===== config.mk =====
export PLATFORM = sky130hd
export DESIGN_NAME = gdrv_supply_supervisor
export DESIGN_NICKNAME = d
export VERILOG_FILES = /design/src/rtl/gdrv_sup_pkg.sv /design/src/rtl/gdrv_sync.sv /design/src/rtl/gdrv_cfg_reg.sv /design/src/rtl/gdrv_uv_filter.sv /design/src/rtl/gdrv_mode_fsm.sv /design/src/rtl/gdrv_supply_supervisor.sv
export SDC_FILE = /design/constraint.sdc
export NUM_CORES = 1
export LEC_CHECK = 0
export ABC_AREA = 1
export BUFFER_PORTS_ARGS = -buffer_cell sky130_fd_sc_hd__buf_2
export CAP_MARGIN = 5
export CORE_MARGIN = 2
export CORE_UTILIZATION = 61
export CTS_BUF_LIST = sky130_fd_sc_hd__clkbuf_16
export DETAILED_ROUTE_END_ITERATION = 10
export GPL_TIMING_DRIVEN = 1
export PLACE_DENSITY = 0.8
export REMOVE_ABC_BUFFERS = 1
export SLEW_MARGIN = 30
export SYNTH_ARGS = -nofsm -noshare
export SYNTH_HDL_FRONTEND = slang
export SYNTH_SLANG_ARGS = --single-unit

===== constraint.sdc =====
create_clock -name clk -period 6.45 [get_ports clk]
set_input_delay 0.9675 -clock clk [delete_from_list [all_inputs] [get_ports clk]]
set_output_delay 0.9675 -clock clk [all_outputs]
set_load 0.05 [all_outputs]

===== src/rtl/gdrv_sup_pkg.sv =====
// Package: shared types and control-register layout for the gate driver
// supply supervisor. Assumes an 8-bit control register.
package gdrv_sup_pkg;
    localparam int CFG_W        = 8;
    localparam int CODE_W       = 4;
    localparam int BIT_COMP     = 7;
    localparam int BIT_OVSD     = 6;
    localparam int BIT_UVEN     = 5;
    localparam int BIT_LVL      = 4;
    localparam logic [CFG_W-1:0] CFG_RESET = 8'h78;

    typedef enum logic {
        MODE_STANDBY = 1'b0,
        MODE_NORMAL  = 1'b1
    } gdrv_mode_e;
endpackage


===== src/rtl/gdrv_sync.sv =====
// Module: two-flop synchronizer for W independent asynchronous bits.
// Assumes each bit is a level that stays stable for several clocks.
module gdrv_sync #(
    parameter int W = 1
) (
    input  logic         clk,
    input  logic         rst_n,
    input  logic [W-1:0] d_async,
    output logic [W-1:0] q_sync
);
    logic [W-1:0] meta_q;

    // Capture the asynchronous inputs through two flops.
    always_ff @(posedge clk) begin
        if (!rst_n) begin
            meta_q <= '0;
            q_sync <= '0;
        end else begin
            meta_q <= d_async;
            q_sync <= meta_q;
        end
    end
endmodule


===== src/rtl/gdrv_cfg_reg.sv =====
// Module: 8-bit control register with a synchronous write port and a
// fixed reset value. Assumes the writer holds cfg_we for one clock per write.
module gdrv_cfg_reg
    import gdrv_sup_pkg::*;
(
    input  logic             clk,
    input  logic             rst_n,
    input  logic             we,
    input  logic [CFG_W-1:0] wdata,
    output logic [CFG_W-1:0] q
);
    // Load write data or hold; reset to the documented default.
    always_ff @(posedge clk) begin
        if (!rst_n)  q <= CFG_RESET;
        else if (we) q <= wdata;
    end
endmodule


===== src/rtl/gdrv_uv_filter.sv =====
// Module: undervoltage blanking filter. The flag is raised once the
// synchronized comparator has been high for (code+1)*CLKS_PER_UNIT
// consecutive clocks. It holds while the input stays high and clears when
// the input falls or monitoring is disabled. Assumes uv_s is synchronized.
module gdrv_uv_filter #(
    parameter int CLKS_PER_UNIT = 154,
    parameter int CODE_W        = 4
) (
    input  logic              clk,
    input  logic              rst_n,
    input  logic              en,
    input  logic [CODE_W-1:0] code,
    input  logic              uv_s,
    output logic              flag
);
    localparam int MAX_UNITS = 1 << CODE_W;
    localparam int CNT_W     = $clog2(MAX_UNITS * CLKS_PER_UNIT + 1);

    logic [CNT_W-1:0] cnt_q;
    logic [CNT_W-1:0] limit;

    // Window length in clocks for the programmed code.
    always_comb begin
        limit = (CNT_W'(code) + CNT_W'(1)) * CNT_W'(CLKS_PER_UNIT);
    end

    // Count consecutive high clocks; restart on any low or on disable.
    always_ff @(posedge clk) begin
        if (!rst_n) begin
            cnt_q <= '0;
            flag  <= 1'b0;
        end else if (!en || !uv_s) begin
            cnt_q <= '0;
            flag  <= 1'b0;
        end else if (!flag) begin
            cnt_q <= cnt_q + CNT_W'(1);
            if (cnt_q == limit - CNT_W'(1)) flag <= 1'b1;
        end
    end
endmodule


===== src/rtl/gdrv_mode_fsm.sv =====
// Module: Standby/Normal mode machine. Reset enters Standby. A wake request
// enters Normal when no overvoltage is present. Overvoltage with shutdown
// enabled returns to Standby and latches a regulator shutdown request until
// the next wake. Assumes ov_s is synchronized.
module gdrv_mode_fsm
    import gdrv_sup_pkg::*;
(
    input  logic       clk,
    input  logic       rst_n,
    input  logic       ov_s,
    input  logic       ovsd_en,
    input  logic       wake_req,
    output gdrv_mode_e mode,
    output logic       shdn_req
);
    // Mode transitions and shutdown request latch.
    always_ff @(posedge clk) begin
        if (!rst_n) begin
            mode     <= MODE_STANDBY;
            shdn_req <= 1'b0;
        end else begin
            unique case (mode)
                MODE_STANDBY: begin
                    if (wake_req && !ov_s) begin
                        mode     <= MODE_NORMAL;
                        shdn_req <= 1'b0;
                    end
                end
                MODE_NORMAL: begin
                    if (ov_s && ovsd_en) begin
                        mode     <= MODE_STANDBY;
                        shdn_req <= 1'b1;
                    end
                end
                default: mode <= MODE_STANDBY;
            endcase
        end
    end
endmodule


===== src/rtl/gdrv_supply_supervisor.sv =====
// Module: top of the gate driver supply supervisor. It ties together the
// control register, the comparator synchronizers, the undervoltage blanking
// filter and the mode machine. Assumes CLKS_PER_UNIT clocks make one 770 ns
// unit (154 at 200 MHz).
module gdrv_supply_supervisor
    import gdrv_sup_pkg::*;
#(
    parameter int CLKS_PER_UNIT = 154
) (
    input  logic             clk,
    input  logic             rst_n,
    input  logic             cfg_we,
    input  logic [CFG_W-1:0] cfg_wdata,
    output logic [CFG_W-1:0] cfg_rdata,
    input  logic             uv_cmp,
    input  logic             ov_cmp,
    input  logic             wake_req,
    output logic             uv_flag,
    output logic             reg_shdn_req,
    output logic             mode_normal,
    output logic             comp_drive,
    output logic             uv_lvl_hi
);
    logic [CFG_W-1:0] cfg_q;
    logic [1:0]       cmp_s;
    logic             uv_sync;
    logic             ov_sync;
    gdrv_mode_e       mode;

    gdrv_cfg_reg u_cfg (
        .clk   (clk),
        .rst_n (rst_n),
        .we    (cfg_we),
        .wdata (cfg_wdata),
        .q     (cfg_q)
    );

    gdrv_sync #(.W(2)) u_sync (
        .clk     (clk),
        .rst_n   (rst_n),
        .d_async ({ov_cmp, uv_cmp}),
        .q_sync  (cmp_s)
    );

    // Split the synchronized comparator pair.
    always_comb begin
        uv_sync = cmp_s[0];
        ov_sync = cmp_s[1];
    end

    gdrv_uv_filter #(
        .CLKS_PER_UNIT (CLKS_PER_UNIT),
        .CODE_W        (CODE_W)
    ) u_uvf (
        .clk   (clk),
        .rst_n (rst_n),
        .en    (cfg_q[BIT_UVEN]),
        .code  (cfg_q[CODE_W-1:0]),
        .uv_s  (uv_sync),
        .flag  (uv_flag)
    );

    gdrv_mode_fsm u_fsm (
        .clk      (clk),
        .rst_n    (rst_n),
        .ov_s     (ov_sync),
        .ovsd_en  (cfg_q[BIT_OVSD]),
        .wake_req (wake_req),
        .mode     (mode),
        .shdn_req (reg_shdn_req)
    );

    // Export register contents, static selects and the current mode.
    always_comb begin
        cfg_rdata   = cfg_q;
        comp_drive  = cfg_q[BIT_COMP];
        uv_lvl_hi   = cfg_q[BIT_LVL];
        mode_normal = (mode == MODE_NORMAL);
    end
endmodule


## Word level (Yosys, flattened, before mapping)

Cells that the tools add are included.

| word-level totals | value |
|---|---|
| bits in registers | 27 |
| input bits | 14 |
| output and inout port bits | 13 |
| word-level logic and storage cells | 32 |

| cells by class | value |
|---|---|
| add/subtract/negate cells | 3 |
| multipliers | 1 |
| equal/unequal tests | 3 |
| mux-type cells | 8 |
| bitwise operators | 2 |
| reductions and logical operators | 8 |

Operators with widths:

| cell | number |
|---|---|
| $add 12x1->12 const B | 1 |
| $eq 12x12->1 | 1 |
| $mul 12x7->11 const B | 1 |
| $sub 12x1->12 const B | 1 |
| $mux 1 | 6 |
| $add 4x1->5 const B | 1 |
| $pmux 1 s2 | 2 |
| $logic_not 1->1 | 3 |
| $logic_and 1x1->1 | 2 |
| $ne 2x1->1 const B | 1 |
| $ne 2x2->1 const B | 1 |
| $not 1->1 | 2 |
| $reduce_and 2->1 | 1 |
| $reduce_or 2->1 | 1 |
| $logic_or 1x1->1 | 1 |

## Longest topological paths before layout

| logic depth | value |
|---|---|
| depth in word-level cells | 6 |
| mapped depth | 27 |
| depth with buffers taken out | 26 |

## By module

Synthesis repeated with hierarchy kept, for this count alone.

| second synthesis, totals | value |
|---|---|
| cell total of the unflattened synthesis | 349 |
| area total of the unflattened synthesis | 2162.1 µm² |

By module, submodules not included:

| module | times used | cells an instance | area each (µm²) | seq. area each (µm²) |
|---|---|---|---|---|
| gdrv_uv_filter | 1 | 278 | 1642.8 | 260.2 |
| gdrv_cfg_reg | 1 | 43 | 305.3 | 160.2 |
| gdrv_sync | 1 | 12 | 110.1 | 80.1 |
| gdrv_mode_fsm | 1 | 14 | 88.8 | 40.0 |
| gdrv_supply_supervisor | 1 | 2 | 15.0 | 0.0 |

## Least setup slack after synthesis

No wires, ideal clock.

| timing path | value |
|---|---|
| kind | reg-to-reg |
| start point | register u_cfg.q[1] |
| end point | register u_uvf.flag |
| library setup time | 0.066 ns |
| arrival time | 3.669 ns |
| required time | 6.384 ns |
| slack | 2.714 ns |
| cell stages (with the launch flop) | 25 |
| buffers on the path | 0 |
| period minus slack after synthesis | 3.736 ns |
| cell sequence | dfxtp_1 ha_1 xor2_1 inv_1 nand2_1 ha_1 ha_1 inv_1 fa_1 inv_1 nor2_1 nand3_1 nor2_2 nand3_1 nor2_1 nand2_1 nand2_1 nand2_1 nand2_1 nand2_1 inv_1 nand2_1 nor2_1 nor2_1 nor2_1 |

| between the ends | value |
|---|---|
| longest elaborated chain between the ends | 6 |

Ends and longest elaborated chain:

| what | line | RTL |
|---|---|---|
| start, declared | gdrv_cfg_reg.sv:10 | `output logic [CFG_W-1:0] q` |
| start signal, assigned | gdrv_cfg_reg.sv:15 | `else if (we) q <= wdata;` |
| $add 4x1->5 | gdrv_uv_filter.sv:24 | `limit = (CNT_W'(code) + CNT_W'(1)) * CNT_W'(CLKS_PER_UNIT);` |
| $mul 12x7->11 | gdrv_uv_filter.sv:24 |  |
| $sub 12x1->12 | gdrv_uv_filter.sv:37 | `if (cnt_q == limit - CNT_W'(1)) flag <= 1'b1;` |
| $eq 12x12->1 | gdrv_uv_filter.sv:37 |  |
| $mux 1 | gdrv_uv_filter.sv:37 |  |
| $mux 1 | gdrv_uv_filter.sv:35 | `end else if (!flag) begin` |
| end signal, assigned | gdrv_uv_filter.sv:31 | `flag <= 1'b0;` |
| end signal, assigned | gdrv_uv_filter.sv:34 | `flag <= 1'b0;` |
| end signal, assigned | gdrv_uv_filter.sv:37 |  |
| end, declared | gdrv_uv_filter.sv:14 | `output logic flag` |

No other way between the ends.
A chain may end at the register's enable or synchronous reset.

## Worst setup path in the final report

| timing path | value |
|---|---|
| start point | register u_cfg.q[0] |
| end point | register u_uvf.flag |

The elaborated chain is that of the path after synthesis.

==> results.ini <==
[clock_tree]
insertion_delay_ns=0.26
clockBufferDepth=2
cts.sinks=27
cts_resized=0
htree_levels=1
root_buffer=clkbuf_16
postCtsSetupBuffers=0
cts_buffers=3
path_clk_slew_ns=0.07
holdBufCountCts=0
cts_tree=yes

[finish]
finalInstanceArea_um2=2390
area_delta_synth_final_pct=10.4
antennaDiodeCount=0
layout-drive-gt1-share_pct=13.0
layout.nets=404

[outcome]
status=complete, no violations

[drt]
wl_per_cell_um=10.9
drtPass1Iterations=4
ant_nets=0
via_per_inst=5.15
drtIter0Drc=97
vias=2134
wl_um=4510
drc=0

[setup_path]
crit_required_ns=6.65
cp-start-kind=register
r2r-start=u_cfg.q[0]
r2r_cells=24
critPathLaunch=u_cfg.q[0]
critPathArrivalTime_ns=4.31
crit_fanout=12
setup.worst_path.class=reg -> reg
end_kind=register

[global_routing]
overflow=0
grt_max_degree=17
grt_use_total_pct=25.0
grt_pass1_vias=2035
antenna_found_initial=0
grt_pass1_wl_um=8220

[power_and_ir_drop]
peakVddDrop_mv=0.166
p_per_area_nw_per_um2=247
leakage_nw=1.22
fin_total_pwr_w=0.000589

[min_path]
hp-class=reg -> reg
hold_start=u_sync.meta_q[1]
min_delay_path_depth=2

[placed_design]
portBuffers=26
routabilityCongestion=0.921
place_area_um2=2300
hpwl_um=3580

[timing]
rsz0062_at_grt=false
fin_crit_ns=4.11
fin_skew_ns=0.00385
hold_violations=0
final_max_slew_viol_count=0
fin_crit_sh_pct=63.8
tns_ns=0
fmax_mhz=243
setup_viol=0

[floorplan]
boundaryPins=27
start_util_pct=64.2
dieArea_um2=4030
fp-row-count=21
dieWidth_um=63.5
die_h_um=63.5
design.core.area_um2=3360

[yosys]
synth.area.top_cells=dfxtp_1 (25%), nand2_1 (18%), ha_1 (11%)
yosys.area.top_type=dfxtp_1
ys_warn_count=0
synth.distinct_cells=28
syn_area_um2=2160
avgSynthCellArea_um2=6.26
synth-seq-cells=27
synthCells=345
seq_area_frac_synth_pct=25.0
synth_top_area_share_pct=25.0

[flow_run]
cap_violations=0

stage by stage:
| stage | hold WS (ns) | std cells | setup WS, ns | utilization, % |
|---|---|---|---|---|
| CTS | 0.418 | 414 | 2.40 | 70.9 |
| detailed placement | 0.402 | 410 | 2.49 | 68.5 |
| floorplan | 0.390 | 338 | 2.54 | - |
| finish | 0.415 | 414 | 2.34 | 70.9 |
| global placement | 0.392 | 410 | 2.59 | 68.5 |
| global route | 0.452 | 414 | 1.97 | 70.9 |
worst max-delay path, stage by stage, from the launching register on:
cell and delay [ns]:
dfxtp_1 0.59, ha_1 0.35, xor2_1 0.39, inv_1 0.12, nand2_1 0.08, ha_1 0.24
ha_1 0.30, inv_1 0.06, fa_1 0.60, inv_1 0.09, nor2_1 0.09, nand3_1 0.11
nor2_2 0.15, nand3_1 0.10, nor2_1 0.14, nand2_1 0.08, nand2_1 0.08, nand2_1 0.06
nand2_1 0.05, nand2_1 0.05, inv_1 0.05, nand2_1 0.05, nor2_1 0.09, nor2_1 0.04
nor2_1 0.08
cell usage in the layout, fill, tap and decap left out:
| cell | netlist | routed |
|---|---|---|
| a21oi_2 | 1 | 1 |
| ha_1 | 19 | 19 |
| inv_2 | 3 | 3 |
| xnor2_1 | 3 | 3 |
| nand2_1 | 104 | 104 |
| nor2_4 | 1 | 1 |
| o211ai_1 | 1 | 1 |
| conb_1 | 1 | 1 |
| xor2_1 | 3 | 3 |
| nand4_1 | 2 | 2 |
| clkinvlp_4 | 0 | 1 |
| inv_1 | 53 | 53 |
| o21bai_1 | 1 | 1 |
| a21oi_1 | 13 | 13 |
| o21ai_0 | 12 | 12 |
| nand2_2 | 4 | 4 |
| nand3_2 | 6 | 6 |
| nor2_2 | 3 | 3 |
| buf_2 | 0 | 26 |
| clkbuf_16 | 0 | 3 |
| a31oi_1 | 1 | 1 |
| nor3b_1 | 1 | 1 |
| nor3_1 | 5 | 5 |
| nor2_1 | 29 | 29 |
| nor4_1 | 1 | 1 |
| fa_1 | 2 | 2 |
| o21ai_1 | 1 | 1 |
| nand3_1 | 41 | 41 |
| dfxtp_1 | 27 | 27 |
logic make-up after synthesis:
family / count (synthesis) / share of synthesized area, %
buffers and inverters: 63 / 11.8
xor gates and xnor gates: 6 / 2.43
adders and majority gates: 21 / 12.9
and+or+nand+nor: 197 / 40.3
other: 1 / 0.174
DFF: 27 / 25.0
AOI/OAI and AO/OA: 30 / 7.41
Yosys cell counts (all sizes together):
| cell type | instances |
|---|---|
| nand2 | 108 |
| inv | 56 |
| nand3 | 47 |
| nor2 | 33 |
| dfxtp | 27 |
| ha | 19 |
| a21oi | 14 |
| o21ai | 13 |
| buf | 5 |
| nor3 | 5 |
| xnor2 | 3 |
| xor2 | 3 |
| clkbuf | 2 |
| fa | 2 |
| nand4 | 2 |
| a31oi | 1 |
| conb | 1 |
| nor3b | 1 |
| nor4 | 1 |
| o211ai | 1 |
| o21bai | 1 |
where the power goes:
part           internal, W  switching (W)
Sequential        0.000172     0.00000598
Clock            0.0000843      0.0000576
Combinational    0.0000898       0.000179
layer usage:
metal | global-route usage (%) | wire length (µm) | vias to the layer above
met1 | 30.4 | 2160 | 953
met2 | 45.7 | 2150 | 37
met3 | 2.86 | 146 | 7
li1 | - | - | 1137
met5 | 0 | 0 | -
met4 | 7.61 | 59 | 0
state kept, by name, summed over array words and instances, names as in the netlist:
name and count:
u_sync.q_sync 2, u_sync.meta_q 2, u_uvf.cnt_q 12, u_cfg.q 8, u_fsm.mode 1, u_uvf.flag 1
u_fsm.shdn_req 1
area by class of cell:
| type | instances | area [µm²] |
|---|---|---|
| timing repair buffer | 26 | 130 |
| fill | 319 | 977 |
| tap | 46 | 57.6 |
| multi-input combinational | 255 | 1370 |
| clock buffer | 3 | 75.1 |
| inverter | 56 | 210 |
| sequential | 27 | 541 |
| clock inverter | 1 | 7.51 |
final timing paths:
check	endpoint	slack, ns
worst max-delay path	u_uvf.flag	2.34
worst min-delay path	u_sync.q_sync[1]	0.41
worst max register to register	u_uvf.flag	2.34
worst min register to register	u_sync.q_sync[1]	0.41
Power figures use the tool's default switching activity.
